File: config.mk
export PLATFORM = sky130hd
export DESIGN_NAME = ofs_clip_stage
export DESIGN_NICKNAME = d
export VERILOG_FILES = /design/src/rtl/ocs_pkg.sv /design/src/rtl/ocs_offset_reg.sv /design/src/rtl/ocs_sum_clip.sv /design/src/rtl/ofs_clip_stage.sv
export SDC_FILE = /design/constraint.sdc
export NUM_CORES = 1
export LEC_CHECK = 0
export BUFFER_PORTS_ARGS = -buffer_cell sky130_fd_sc_hd__buf_2
export CAP_MARGIN = 10
export CORE_UTILIZATION = 53
export CTS_CLUSTER_DIAMETER = 100
export DETAILED_ROUTE_END_ITERATION = 16
export PLACE_DENSITY = 0.8
export SYNTH_ARGS = -nofsm -noshare
export SYNTH_HDL_FRONTEND = slang
export SYNTH_SLANG_ARGS = --single-unit
export TNS_END_PERCENT = 1
File: constraint.sdc
create_clock -name clk -period 3.4 [get_ports clk]
set_input_delay 0.85 -clock clk [delete_from_list [all_inputs] [get_ports clk]]
set_output_delay 0.85 -clock clk [all_outputs]
set_load 0.02 [all_outputs]
File: src/rtl/ocs_pkg.sv
package ocs_pkg;
  typedef enum logic [1:0] {
    RNG_IN   = 2'd0,
    RNG_HIGH = 2'd1,
    RNG_LOW  = 2'd2
  } rng_e;
endpackage

File: src/rtl/ocs_offset_reg.sv
module ocs_offset_reg #(
  parameter int OFS_W  = 12,
  parameter int WORD_W = 15,
  parameter int LIMIT  = 1310
) (
  input  logic                    clk,
  input  logic                    rst_n,
  input  logic                    wr_en,
  input  logic [WORD_W-1:0]       wr_word,
  output logic signed [OFS_W-1:0] ofs_q,
  output logic                    err_q
);
  localparam int HI_W = WORD_W - OFS_W;

  logic                    hi_ok, rng_ok, accept;
  logic signed [OFS_W-1:0] wr_val, ofs_d;
  logic                    err_d;

  always_comb begin
    wr_val = $signed(wr_word[OFS_W-1:0]);
    hi_ok  = (wr_word[WORD_W-1:OFS_W] == {HI_W{1'b0}});
    rng_ok = (int'(wr_val) >= -LIMIT) && (int'(wr_val) <= LIMIT);
    accept = wr_en && hi_ok && rng_ok;
    ofs_d  = accept ? wr_val : ofs_q;
    err_d  = wr_en ? !(hi_ok && rng_ok) : err_q;
  end

  always_ff @(posedge clk or negedge rst_n) begin
    if (!rst_n) begin
      ofs_q <= '0;
      err_q <= 1'b0;
    end else begin
      ofs_q <= ofs_d;
      err_q <= err_d;
    end
  end

  // a word with upper bits set never reaches the register
  a_r2_upper_reject: assert property (@(posedge clk) disable iff (!rst_n)
    (wr_en && wr_word[WORD_W-1:OFS_W] != '0) |=> (err_q && $stable(ofs_q)));

  // the held offset stays inside the allowed window
  a_r3_held_in_range: assert property (@(posedge clk) disable iff (!rst_n)
    (int'(ofs_q) >= -LIMIT) && (int'(ofs_q) <= LIMIT));

  // without a write, neither offset nor flag moves
  a_r4_idle_keeps: assert property (@(posedge clk) disable iff (!rst_n)
    !wr_en |=> ($stable(ofs_q) && $stable(err_q)));
endmodule

File: src/rtl/ocs_sum_clip.sv
module ocs_sum_clip
  import ocs_pkg::*;
#(
  parameter int RAW_W = 14,
  parameter int OFS_W = 12
) (
  input  logic [RAW_W-1:0]        raw,
  input  logic signed [OFS_W-1:0] ofs,
  input  logic                    clip_en,
  output logic [RAW_W:0]          result
);
  localparam int SUM_W = RAW_W + 2;
  localparam logic signed [SUM_W-1:0] FULL = SUM_W'((1 << RAW_W) - 1);

  logic signed [SUM_W-1:0] raw_s, ofs_s, sum;
  rng_e                    rng;

  always_comb begin
    raw_s = $signed({2'b00, raw});
    ofs_s = $signed({{(SUM_W-OFS_W){ofs[OFS_W-1]}}, ofs});
    sum   = raw_s + ofs_s;
    if (sum[SUM_W-1])  rng = RNG_LOW;
    else if (sum > FULL) rng = RNG_HIGH;
    else               rng = RNG_IN;
  end

  always_comb begin
    if (clip_en) begin
      unique case (rng)
        RNG_HIGH: result = {1'b1, {RAW_W{1'b1}}};
        RNG_LOW:  result = {1'b1, {RAW_W{1'b0}}};
        default:  result = {1'b0, sum[RAW_W-1:0]};
      endcase
    end else begin
      result = sum[RAW_W:0];
    end
  end
endmodule

File: src/rtl/ofs_clip_stage.sv
module ofs_clip_stage #(
  parameter int RAW_W  = 14,
  parameter int OFS_W  = 12,
  parameter int LIMIT  = 1310,
  localparam int WORD_W = RAW_W + 1,
  localparam int RES_W  = RAW_W + 1
) (
  input  logic              clk,
  input  logic              rst_n,
  input  logic [RAW_W-1:0]  raw_data,
  input  logic              raw_valid,
  input  logic              clip_en,
  input  logic              ofs_wr,
  input  logic [WORD_W-1:0] ofs_wdata,
  output logic [RES_W-1:0]  res_data,
  output logic              res_valid,
  output logic              ofs_err
);
  logic signed [OFS_W-1:0] ofs_held;
  logic [RES_W-1:0]        res_next, res_q;
  logic                    vld_q;

  ocs_offset_reg #(.OFS_W(OFS_W), .WORD_W(WORD_W), .LIMIT(LIMIT)) u_ofs (
    .clk    (clk),
    .rst_n  (rst_n),
    .wr_en  (ofs_wr),
    .wr_word(ofs_wdata),
    .ofs_q  (ofs_held),
    .err_q  (ofs_err)
  );

  ocs_sum_clip #(.RAW_W(RAW_W), .OFS_W(OFS_W)) u_sum (
    .raw    (raw_data),
    .ofs    (ofs_held),
    .clip_en(clip_en),
    .result (res_next)
  );

  always_ff @(posedge clk or negedge rst_n) begin
    if (!rst_n) begin
      res_q <= '0;
      vld_q <= 1'b0;
    end else begin
      vld_q <= raw_valid;
      if (raw_valid) res_q <= res_next;
    end
  end

  assign res_data  = res_q;
  assign res_valid = vld_q;

  // each raw strobe yields exactly one output pulse
  a_r8_pulse_follows: assert property (@(posedge clk) disable iff (!rst_n)
    raw_valid |=> res_valid);
  a_r8_no_spurious: assert property (@(posedge clk) disable iff (!rst_n)
    !raw_valid |=> !res_valid);
  a_r8_result_holds: assert property (@(posedge clk) disable iff (!rst_n)
    !raw_valid |=> $stable(res_data));

  // a flagged clipped result is pinned to a rail
  a_r6_clip_rails: assert property (@(posedge clk) disable iff (!rst_n)
    (raw_valid && clip_en) |=>
      (!res_data[RAW_W] || res_data[RAW_W-1:0] == '0 || res_data[RAW_W-1:0] == '1));
endmodule

# ---- Yosys cells after proc, flatten, opt, wreduce, memory -nomap -nowiden
# Index checks and enable logic that the tools add are counted.
dict set report classes {
  add_sub_neg 1
  n_mul 0
  div 0
  order_cmp 3
  n_eq_ne 2
  n_shift 0
  mux 4
  bitwise 0
  reduce_logical 6
}
# operator count
set ops {}
lappend ops {{case mux 15 bit (2 select lines)} 1}
lappend ops {{adder 15 x 12 -> 16 bit} 1}
lappend ops {{greater-than comparator 16 x 15 -> 1 bit (second input constant)} 1}
lappend ops {{2-to-1 mux 15 bit} 1}
lappend ops {{>= comparator 12 bit (second input constant)} 1}
lappend ops {{less-or-equal comparator 12 bit (second input constant)} 1}
lappend ops {{logical AND 1 bit} 4}
lappend ops {{zero test 3 bit} 1}
lappend ops {{equality test 2 x 1 -> 1 bit (second input constant)} 1}
lappend ops {{equality test 2 bit (second input constant)} 1}
lappend ops {{2-to-1 mux 2 bit} 1}
lappend ops {{zero test 1 bit} 1}
lappend ops {{2-to-1 mux 1 bit} 1}
dict set report totals {
  reg_bits 29
  latch_bits 0
  ram_bits 0
  mem_bits_ro 0
  inputBits 34
  wordCells 20
  mem_count 0
}

# ---- Longest topological paths before layout
# Gate-level depths: netlist (run 1).
dict set report logic_depth {
  depth_word 7
  mapped_depth 11
  mapped_depth_nobuf 10
}

# ---- By module
# A second synthesis (run 1) with hierarchy kept.
dict set report unflattened {
  hier_cells 201
  area_unflattened_um2 2142.1
}
# module instances cells_per_inst area_per_inst_um2 seq_area_each_um2
set modules_own_cells {}
lappend modules_own_cells {ocs_sum_clip 1 124 929.6 0.0}
lappend modules_own_cells {ofs_clip_stage 1 33 638.1 400.4}
lappend modules_own_cells {ocs_offset_reg 1 44 574.3 325.3}

# ---- Least setup slack after synthesis (run 1)
# No wires, ideal clock.
dict set report synth_path {
  path_kind {input -> register}
  startpoint {input port raw_data[0]}
  endpoint {register res_q[10], in the netlist res_data[10]}
  setup_time_ns 0.066
  arrival_ns 3.102
  t_required_ns 3.334
  setup_slack_ns 0.232
  cell_stages 11
  path_cell_list {ha_1 -> inv_1 -> fa_1 -> nor2b_1 -> o211ai_2 -> a31oi_2 -> o311ai_2 -> a211o_1 -> a2111oi_4 -> buf_6 -> a221o_1}
}
dict set report synth_between {
  elab_chain_len 7
}
# element line_no
set synth_rtl {}
lappend synth_rtl {{from (decl)} ofs_clip_stage.sv:10} ;# input logic [RAW_W-1:0] raw_data,
lappend synth_rtl {{adder 15 x 12 -> 16 bit *} ocs_sum_clip.sv:21} ;# sum = raw_s + ofs_s;
lappend synth_rtl {{greater-than comparator 16 x 15 -> 1 bit} ocs_sum_clip.sv:23} ;# else if (sum > FULL) rng = RNG_HIGH;
lappend synth_rtl {{2-to-1 mux 1 bit} ocs_sum_clip.sv:23}
lappend synth_rtl {{2-to-1 mux 2 bit} ocs_sum_clip.sv:22} ;# if (sum[SUM_W-1]) rng = RNG_LOW;
lappend synth_rtl {{equality test 2 bit or equality test 2 x 1 -> 1 bit (tied branches)} ocs_sum_clip.sv:29} ;# unique case (rng)
lappend synth_rtl {{case mux 15 bit (2 select lines)} ocs_sum_clip.sv:29}
lappend synth_rtl {{2-to-1 mux 15 bit *} ocs_sum_clip.sv:28} ;# if (clip_en) begin
lappend synth_rtl {{to (signal assigned)} ofs_clip_stage.sv:45} ;# if (raw_valid) res_q <= res_next;
lappend synth_rtl {{to (decl)} ofs_clip_stage.sv:20} ;# logic [RES_W-1:0] res_next, res_q;
# Every way passes the cells marked *; elsewhere a longest branch is shown, timed or not.
# A chain may end at the register's enable or synchronous reset.

# ---- Worst setup path in the final report (run 1)
dict set report layout_path {
  startpoint {input port raw_data[4]}
  endpoint {register res_q[9], in the netlist res_data[9]}
}
# Same word-level chain as after synthesis.

==> results.py, run 1 <==
metrics = {
    "status": {
        "outcome": "finished, final reports clean",
    },
    "clock_tree": {
        "cts_hold_buf": 0,
        "clk_pin_slew_ps": 90,
        "cts.sinks": 29,
        "cts_tree": "done",
        "cts_buffers": 5,
        "clock_path_buffers": 2,
        "clock_latency_ps": 330,
        "cts-resized-gates": 0,
        "cts_max_level": 2,
        "postCtsSetupBuffers": 0,
        "clock-root-buffer": "clkbuf_4",
    },
    "power_and_ir_drop": {
        "p_leak_nw": 1.12,
        "p_per_area_mw_per_mm2": 660,
        "ir_worst_vdd_v": 0.000325,
        "design_power_total_mw": 1.55,
    },
    "worst_setup_path": {
        "crit_chain": "buf_2 -> ha_1 -> a21o_1 -> a31oi_1 -> a31oi_2 -> o311ai_2 -> nand2_1 -> o311ai_2 -> a221o_1",
        "rrSetupSlack_ps": 460,
        "critPathArrivalTime_ps": 3430,
        "cp.required_ps": 3660,
        "crit_path_start_kind": "primary input",
        "end_kind": "flop",
        "path_class": "in -> reg",
        "critPathMostFrequentCell": "o311ai_2",
        "crit_path_max_fanout": 14,
        "cp_slowest_cell": "o311ai_2",
        "cp_top_family": "compound AO/OA/AOI/OAI gates",
        "path_buf_inv": 1,
        "slowest_delay_ps": 890,
    },
    "timing": {
        "finalCriticalPeriod_ps": 3170,
        "slew_violations": 0,
        "setup_viol": 0,
        "skew_ps": 8.60,
        "period_share_pct": 93.2,
        "fin_hold_ws_ps": 493,
        "max_freq_mhz": 316,
        "finalHoldViolCount": 0,
        "worstMarginPinSlew_ps": 1040,
        "rsz0062_at_grt": "false",
        "slew_headroom_pct": 30.6,
    },
    "placed_design": {
        "placed_area_sq_mm": 0.00230,
        "portBuffers": 50,
        "dpl.hpwl_microns": 3290,
        "routabilityCongestion": 0.880,
    },
    "cells_and_area": {
        "n_antenna_cell": 0,
        "fin_area_sq_mm": 0.00235,
        "area_growth_pct": 21.6,
        "ff_latch_area_sq_um": 726,
        "multiInputGateArea_sq_mm": 0.00115,
        "drive_gt1_share_pct": 36.9,
        "fillCellCount": 275,
        "fin_nets": 293,
    },
    "yosys": {
        "post_synth.cell_area_avg_sq_um": 10.8,
        "syn-num-nets": 229,
        "yosysTopAreaCellShare_pct": 37.6,
        "synth_xor_area_share_pct": 5.44,
        "synth_seq_cells": 29,
        "synthFlopType": "dfrtp_1",
        "synth_mux_area_share_pct": 6.42,
        "synth_commonest_cells": "29 x dfrtp_1, 15 x ha_1, 14 x a221o_1, 11 x mux2_2",
        "synth_cells": 179,
        "yosysTopAreaCell": "dfrtp_1",
        "netlist_area_sq_mm": 0.00193,
        "async_reset_ff_share_pct": 100,
        "yosysWarnings": 0,
        "synth_fa_ha_area_share_pct": 10.8,
        "yosys.area_share.simple_pct": 10.2,
        "yosysSeqAreaShare_pct": 37.6,
        "synth.most_common_cell": "dfrtp_1",
        "ys_types": 49,
        "synth_edf_count": 0,
        "synth_compound_area_share_pct": 26.3,
        "synth.area.top_cells": "dfrtp_1 38%, ha_1 9.7%, a221o_1 7.3%, mux2_2 6.4%, xnor2_1 4.1%",
        "synth_top_family_by_area": "compound AO/OA/AOI/OAI gates",
    },
    "grt": {
        "grt_pass1_wl_microns": 7100,
        "track_usage_pct": 23.6,
        "grt_max_degree": 30,
        "antenna_found_initial": 0,
        "gr-total-overflow": 0,
        "grt_pass1_vias": 1603,
    },
    "routing": {
        "wl_met2_microns": 1950,
        "detail_route.drc_violations": 0,
        "vias": 1645,
        "routedWlPerCell_microns": 14.1,
        "met1Wirelength_microns": 1860,
        "avgViaCountPerCell": 5.67,
        "top_layer": "met4",
        "wirelength_microns": 4100,
        "wl_met3_microns": 229,
        "detail-route-antenna-nets": 0,
        "first_iter_violations": 118,
        "dr.pass1.iters": 4,
    },
    "worst_hold_path": {
        "hold_path.class": "reg -> reg",
    },
    "floorplan": {
        "die_area_sq_mm": 0.00389,
        "die_h_microns": 62.4,
        "io_pins": 51,
        "row_count": 21,
        "die_w_microns": 62.4,
        "initial_core_util_pct": 56.5,
        "coreArea_sq_mm": 0.00342,
    },
    "flow_run": {
        "cap_violations": 0,
    },
}
[where the power goes]
| part | total [mW] | internal [mW] | leakage (nW) | switching [mW] |
|---|---|---|---|---|
| Clock | 0.194 | 0.0822 | 0.0265 | 0.112 |
| Sequential | 0.536 | 0.465 | 0.349 | 0.0714 |
| Combinational | 0.819 | 0.378 | 0.746 | 0.441 |
[metrics by stage]
step                util, %  instances  setup WS, ps  setup TNS [ps]
detailed placement     67.3        282         -73.7            -826
finish                 68.8        290           232               0
CTS                    68.8        290           269               0
global route           68.8        290          51.9               0
global placement       67.3        282         -11.8            -107
floorplan                 -        179           232               0
[layout by cell type, fill, tap and decap left out, drive strengths merged, types with 3 or more instances in the layout]
cell type,n
xor2,3
ha,15
nor2,8
o21ai,8
a21o,5
dfrtp,29
clkbuf,8
buf,61
and2,3
nor3,4
a221o,14
xnor2,9
a21oi,6
mux2,11
inv,9
nand2,6
a31oi,5
nand3,5
[worst min-delay path: cells and delay by family, from the launching register on]
kind | cells | cell delay (ps)
DFF | 1 | 360
AOI/OAI and AO/OA | 1 | 50
and+or+nand+nor | 1 | 60
[final timing paths]
check	startpoint	to	cells after the start
min in group asynchronous	rst_n	res_data[2]	1
setup reg to reg	u_ofs.ofs_q[4]	res_data[9]	8
setup / recovery	raw_data[4]	res_data[9]	9
hold / removal	res_data[14]	res_data[14]	2
max in group asynchronous	rst_n	u_ofs.ofs_q[2]	1
hold reg to reg	res_data[14]	res_data[14]	2
[state kept, by name, summed over array words and instances, names as in the netlist]
register and count:
res_data 15, u_ofs.err_q 1, res_valid 1, u_ofs.ofs_q 12
[final cells by class]
type | count | area share, %
Multi-Input combinational cell | 136 | 48.8
Sequential cell | 29 | 30.9
Timing Repair Buffer | 61 | 14.2
Tap cell | 46 | 2.45
Clock buffer | 8 | 2.08
Inverter | 10 | 1.60
[routing by layer]
metal	track usage, %	vias up
met5	0	-
met4	7.85	0
met3	6.43	4
met2	39.6	48
met1	29.4	767
li1	-	826
[cells by family after synthesis]
logic type | count (synthesis)
AOI/OAI and AO/OA | 59
and+or+nand+nor | 38
DFF | 29
adders and majority gates | 16
buffers and inverters | 14
xor gates and xnor gates | 12
muxes | 11
(Power assumes the default switching activity.)
==> run 2, diff against run 1 <==
Settings changed: CORE_UTILIZATION 53 to 35, MAX_ROUTING_LAYER from default to met4, PLACE_DENSITY 0.8 to default.
==> results.py, run 2 (synthesized netlist as in run 1, its figures left out) <==
metrics = {
    "clock_tree": {
        "clock_path_buffers": 2,
        "clock_latency_ps": 280,
        "cts-resized-gates": 0,
        "cts.sinks": 29,
        "postCtsSetupBuffers": 0,
        "cts_hold_buf": 0,
        "cts_tree": "done",
        "cts_buffers": 5,
        "clock-root-buffer": "clkbuf_8",
        "clk_pin_slew_ps": 60,
        "cts_max_level": 2,
    },
    "timing": {
        "max_freq_mhz": 312,
        "finalHoldViolCount": 0,
        "setup_viol": 0,
        "slew_headroom_pct": 31.3,
        "slew_violations": 0,
        "worstMarginPinSlew_ps": 1030,
        "skew_ps": 6.17,
        "finalCriticalPeriod_ps": 3210,
        "fin_hold_ws_ps": 486,
        "rsz0062_at_grt": "false",
        "period_share_pct": 94.4,
    },
    "worst_setup_path": {
        "crit_path_max_fanout": 10,
        "cp.required_ps": 3610,
        "crit_path_start_kind": "primary input",
        "critPathArrivalTime_ps": 3420,
        "end_kind": "flop",
        "path_class": "in -> reg",
    },
    "cells_and_area": {
        "final_common_cell": "buf_2",
        "n_antenna_cell": 0,
        "final_cell_mix": "50 x buf_2, 29 x dfrtp_1, 15 x ha_1",
        "area_growth_pct": 24.2,
        "final_util_pct": 46.1,
        "drive_gt1_share_pct": 36.2,
        "fin_nets": 292,
        "largest_register_ffs": 15,
    },
    "routing": {
        "vias": 1627,
        "dr.pass1.iters": 4,
        "met1Wirelength_microns": 2010,
        "wl_met3_microns": 213,
        "detail_route.drc_violations": 0,
        "wl_met2_microns": 1980,
        "detail-route-antenna-nets": 0,
        "top_layer": "met4",
        "avgViaCountPerCell": 5.20,
        "routedWlPerCell_microns": 13.6,
        "first_iter_violations": 92,
        "wirelength_microns": 4250,
    },
    "power_and_ir_drop": {
        "p_leak_nw": 1.13,
        "ir_worst_vdd_v": 0.000239,
        "p_per_area_mw_per_mm2": 674,
        "design_power_total_mw": 1.62,
    },
    "grt": {
        "antenna_found_initial": 0,
        "track_usage_pct": 16.7,
        "gr-total-overflow": 0,
        "grt_pass1_wl_microns": 7380,
        "grt_max_degree": 30,
        "grt_pass1_vias": 1559,
    },
    "floorplan": {
        "die_h_microns": 76.3,
        "coreArea_sq_mm": 0.00520,
        "io_pins": 51,
        "die_w_microns": 76.3,
        "die_area_sq_mm": 0.00582,
        "initial_core_util_pct": 37.1,
        "row_count": 26,
    },
    "status": {
        "outcome": "finished, final reports clean",
    },
    "flow_run": {
        "cap_violations": 0,
    },
    "placed_design": {
        "portBuffers": 50,
        "dpl.hpwl_microns": 3400,
        "routabilityCongestion": 0.876,
    },
    "worst_hold_path": {
        "hold_path.class": "reg -> reg",
    },
}
==> run 2: final timing paths <==
| kind | start | to | slack (ps) | depth (start not counted) |
|---|---|---|---|---|
| setup / recovery | raw_data[0] | res_data[4] | 190 | 13 |
| hold / removal | u_ofs.err_q | u_ofs.err_q | 490 | 1 |
| setup reg to reg | u_ofs.ofs_q[0] | res_data[4] | 490 | 12 |
| hold reg to reg | u_ofs.err_q | u_ofs.err_q | 490 | 1 |
| max in group asynchronous | rst_n | res_data[4] | 2380 | 1 |
| min in group asynchronous | rst_n | res_data[2] | 590 | 1 |
==> run 2: through the flow <==
| step | std cells | setup slack, ps | setup TNS [ps] | cell area (sq um) |
|---|---|---|---|---|
| after floorplan | 179 | 232 | 0 | 1930 |
| after global placement | 305 | -74.8 | -862 | 2320 |
| after detailed placement | 305 | -114 | -1380 | 2320 |
| after CTS | 313 | 171 | 0 | 2400 |
| after global routing | 313 | 6.50 | 0 | 2400 |
| final | 313 | 190 | 0 | 2400 |
==> run 2: cell type report <==
cell class | count | area (sq um)
repair buffers | 60 | 325
well taps | 70 | 87.6
clock buffers | 8 | 80.1
multi-input cells | 136 | 1140
flip-flops and latches | 29 | 726
inverters | 10 | 37.5
fillers | 523 | 2810
==> run 2: critical path, cell delays in order <==
cell and delay [ps]:
buf_2 80, ha_1 160, inv_1 50, fa_1 410, nor2b_1 200, o211ai_2 120
a31oi_2 190, o311ai_2 120, buf_4 160, a211o_1 320, a2111oi_4 390, buf_4 240
a221o_1 120
==> run 2: routing by layer <==
metal	vias to the layer above	track usage [%]
li1	827	-
met1	745	21.2
met2	51	25.9
met3	4	4.07
met4	0	5.77
met5	-	-
==> run 2: report_power, final <==
part           switching [mW]  internal [mW]
sequential             0.0702          0.466
combinational           0.438          0.373
clock                   0.124          0.145
==> run 3, diff against run 2 <==
Settings changed: REMOVE_ABC_BUFFERS from default to 1.
==> results.py, run 3 (synthesized netlist as in run 1, its figures left out) <==
metrics = {
    "status": {
        "outcome": "finished, final reports clean",
    },
    "power_and_ir_drop": {
        "p_int_uw": 995,
        "p_leak_nw": 1.12,
        "p_switching_uw": 629,
        "clkPwrFrac_pct": 17.2,
        "ir_worst_vdd_v": 0.000207,
        "p_sw_share_pct": 38.7,
        "combPwrFrac_pct": 49.6,
        "design_power_total_mw": 1.62,
        "p_per_area_mw_per_mm2": 680,
        "sequentialPowerShare_pct": 33.2,
    },
    "routing": {
        "vias": 1591,
        "routedWlPerCell_microns": 13.2,
        "detail_route.drc_violations": 0,
        "detail-route-antenna-nets": 0,
        "avgViaCountPerCell": 5.17,
        "first_iter_violations": 90,
        "dr.pass1.iters": 4,
        "wirelength_microns": 4070,
    },
    "timing": {
        "finalCriticalPeriod_ps": 3130,
        "period_share_pct": 92.0,
        "setup_viol": 0,
        "worstMarginPinSlew_ps": 637,
        "skew_ps": 6.00,
        "slew_violations": 0,
        "slew_headroom_pct": 57.5,
        "finalHoldViolCount": 0,
        "max_freq_mhz": 320,
        "rsz0062_at_grt": "false",
    },
    "cells_and_area": {
        "n_antenna_cell": 0,
        "final_common_cell": "buf_2",
        "drive_gt1_share_pct": 36.1,
        "area_growth_pct": 23.7,
        "fillCellCount": 514,
        "largest_register_ffs": 15,
        "stdcell_count": 308,
        "fin_nets": 288,
        "fin_area_sq_mm": 0.00239,
        "final_cell_mix": "50 x buf_2, 29 x dfrtp_1, 15 x ha_1",
    },
    "clock_tree": {
        "cts_buffers": 5,
        "cts-resized-gates": 0,
        "clk_pin_slew_ps": 60,
        "cts_max_level": 2,
        "cts_hold_buf": 0,
        "clock_path_buffers": 2,
        "clock-root-buffer": "clkbuf_8",
        "clock_latency_ps": 280,
        "cts_tree": "done",
        "postCtsSetupBuffers": 0,
        "cts.sinks": 29,
    },
    "worst_setup_path": {
        "critPathArrivalTime_ps": 3340,
        "crit_path_start_kind": "primary input",
        "path_class": "in -> reg",
        "crit_path_max_fanout": 14,
        "reg2reg_depth": 9,
        "cp.required_ps": 3610,
        "end_kind": "flop",
    },
    "grt": {
        "use_met1_pct": 19.6,
        "grt_pass1_wl_microns": 6980,
        "busiest_layer": "met2",
        "track_usage_pct": 15.4,
        "gr-total-overflow": 0,
        "antenna_found_initial": 0,
        "grt_max_degree": 30,
        "grtUsageMet3_pct": 3.59,
        "met2_usage_pct": 23.4,
        "grt_pass1_vias": 1600,
    },
    "floorplan": {
        "io_pins": 51,
        "initial_core_util_pct": 37.1,
        "row_count": 26,
        "die_h_microns": 76.3,
        "die_area_sq_mm": 0.00582,
        "coreArea_sq_mm": 0.00520,
        "die_w_microns": 76.3,
    },
    "placed_design": {
        "routabilityCongestion": 0.819,
        "placed_area_sq_mm": 0.00229,
        "portBuffers": 50,
        "dpl.hpwl_microns": 3220,
        "dp.cells": 301,
    },
    "worst_hold_path": {
        "hold_path.class": "reg -> reg",
        "whs_path_depth": 1,
    },
    "flow_run": {
        "cap_violations": 0,
    },
}
==> run 3: changes by cell type in the layout (fill, tap and decap cells not counted), sizes merged <==
| cell | delta |
|---|---|
| buf | -4 |
| clkbuf | -1 |
==> run 3: critical path, cell delays in order <==
cell and delay (ps):
buf_2 80, ha_1 180, inv_1 70, fa_1 400, nor2b_1 210, o211ai_2 120
a31oi_2 190, o311ai_2 140, a211o_1 360, a2111oi_4 350, buf_4 250, a221o_1 130
==> run 3: metrics by stage <==
step                hold slack (ps)  setup TNS (ps)  setup slack, ps  utilization, %
CTS                             481               0              191            45.7
global route                    513               0              114            45.9
detailed placement              467           -1210             -104            44.0
floorplan                       484               0              140               -
finish                          480               0              271            45.9
global placement                462            -932            -69.2            44.0
==> run 3: final timing paths <==
kind | startpoint | end | slack (ps)
hold reg to reg | u_ofs.err_q | u_ofs.err_q | 480
setup / recovery | raw_data[0] | res_data[13] | 270
hold / removal | u_ofs.err_q | u_ofs.err_q | 480
min in group asynchronous | rst_n | u_ofs.ofs_q[0] | 590
setup reg to reg | u_ofs.ofs_q[11] | res_data[13] | 520
max in group asynchronous | rst_n | res_valid | 2390
==> run 3: power groups by stage <==
stage	Sequential (mW)	Combinational [mW]	Clock (mW)
after floorplan	0.639	0.477	0
after global placement	0.548	0.795	0
after detailed placement	0.547	0.804	0
after CTS	0.542	0.806	0.292
after global routing	0.559	0.882	0.311
final	0.540	0.805	0.279
==> run 3: final cells by class <==
cell class | instances | area, sq um | share of cell area, %
timing repair buffer | 56 | 295 | 12.4
multi-input combinational | 136 | 1160 | 48.4
tap | 70 | 87.6 | 3.67
inverter | 10 | 37.5 | 1.57
sequential | 29 | 726 | 30.4
clock buffer | 7 | 86.3 | 3.61
==> run 3: routing by layer <==
layer | wire (microns) | part of all wire (%)
met5 | 0 | 0
met1 | 2000 | 49
met4 | 34 | 0.84
met2 | 1880 | 46
met3 | 151 | 3.7
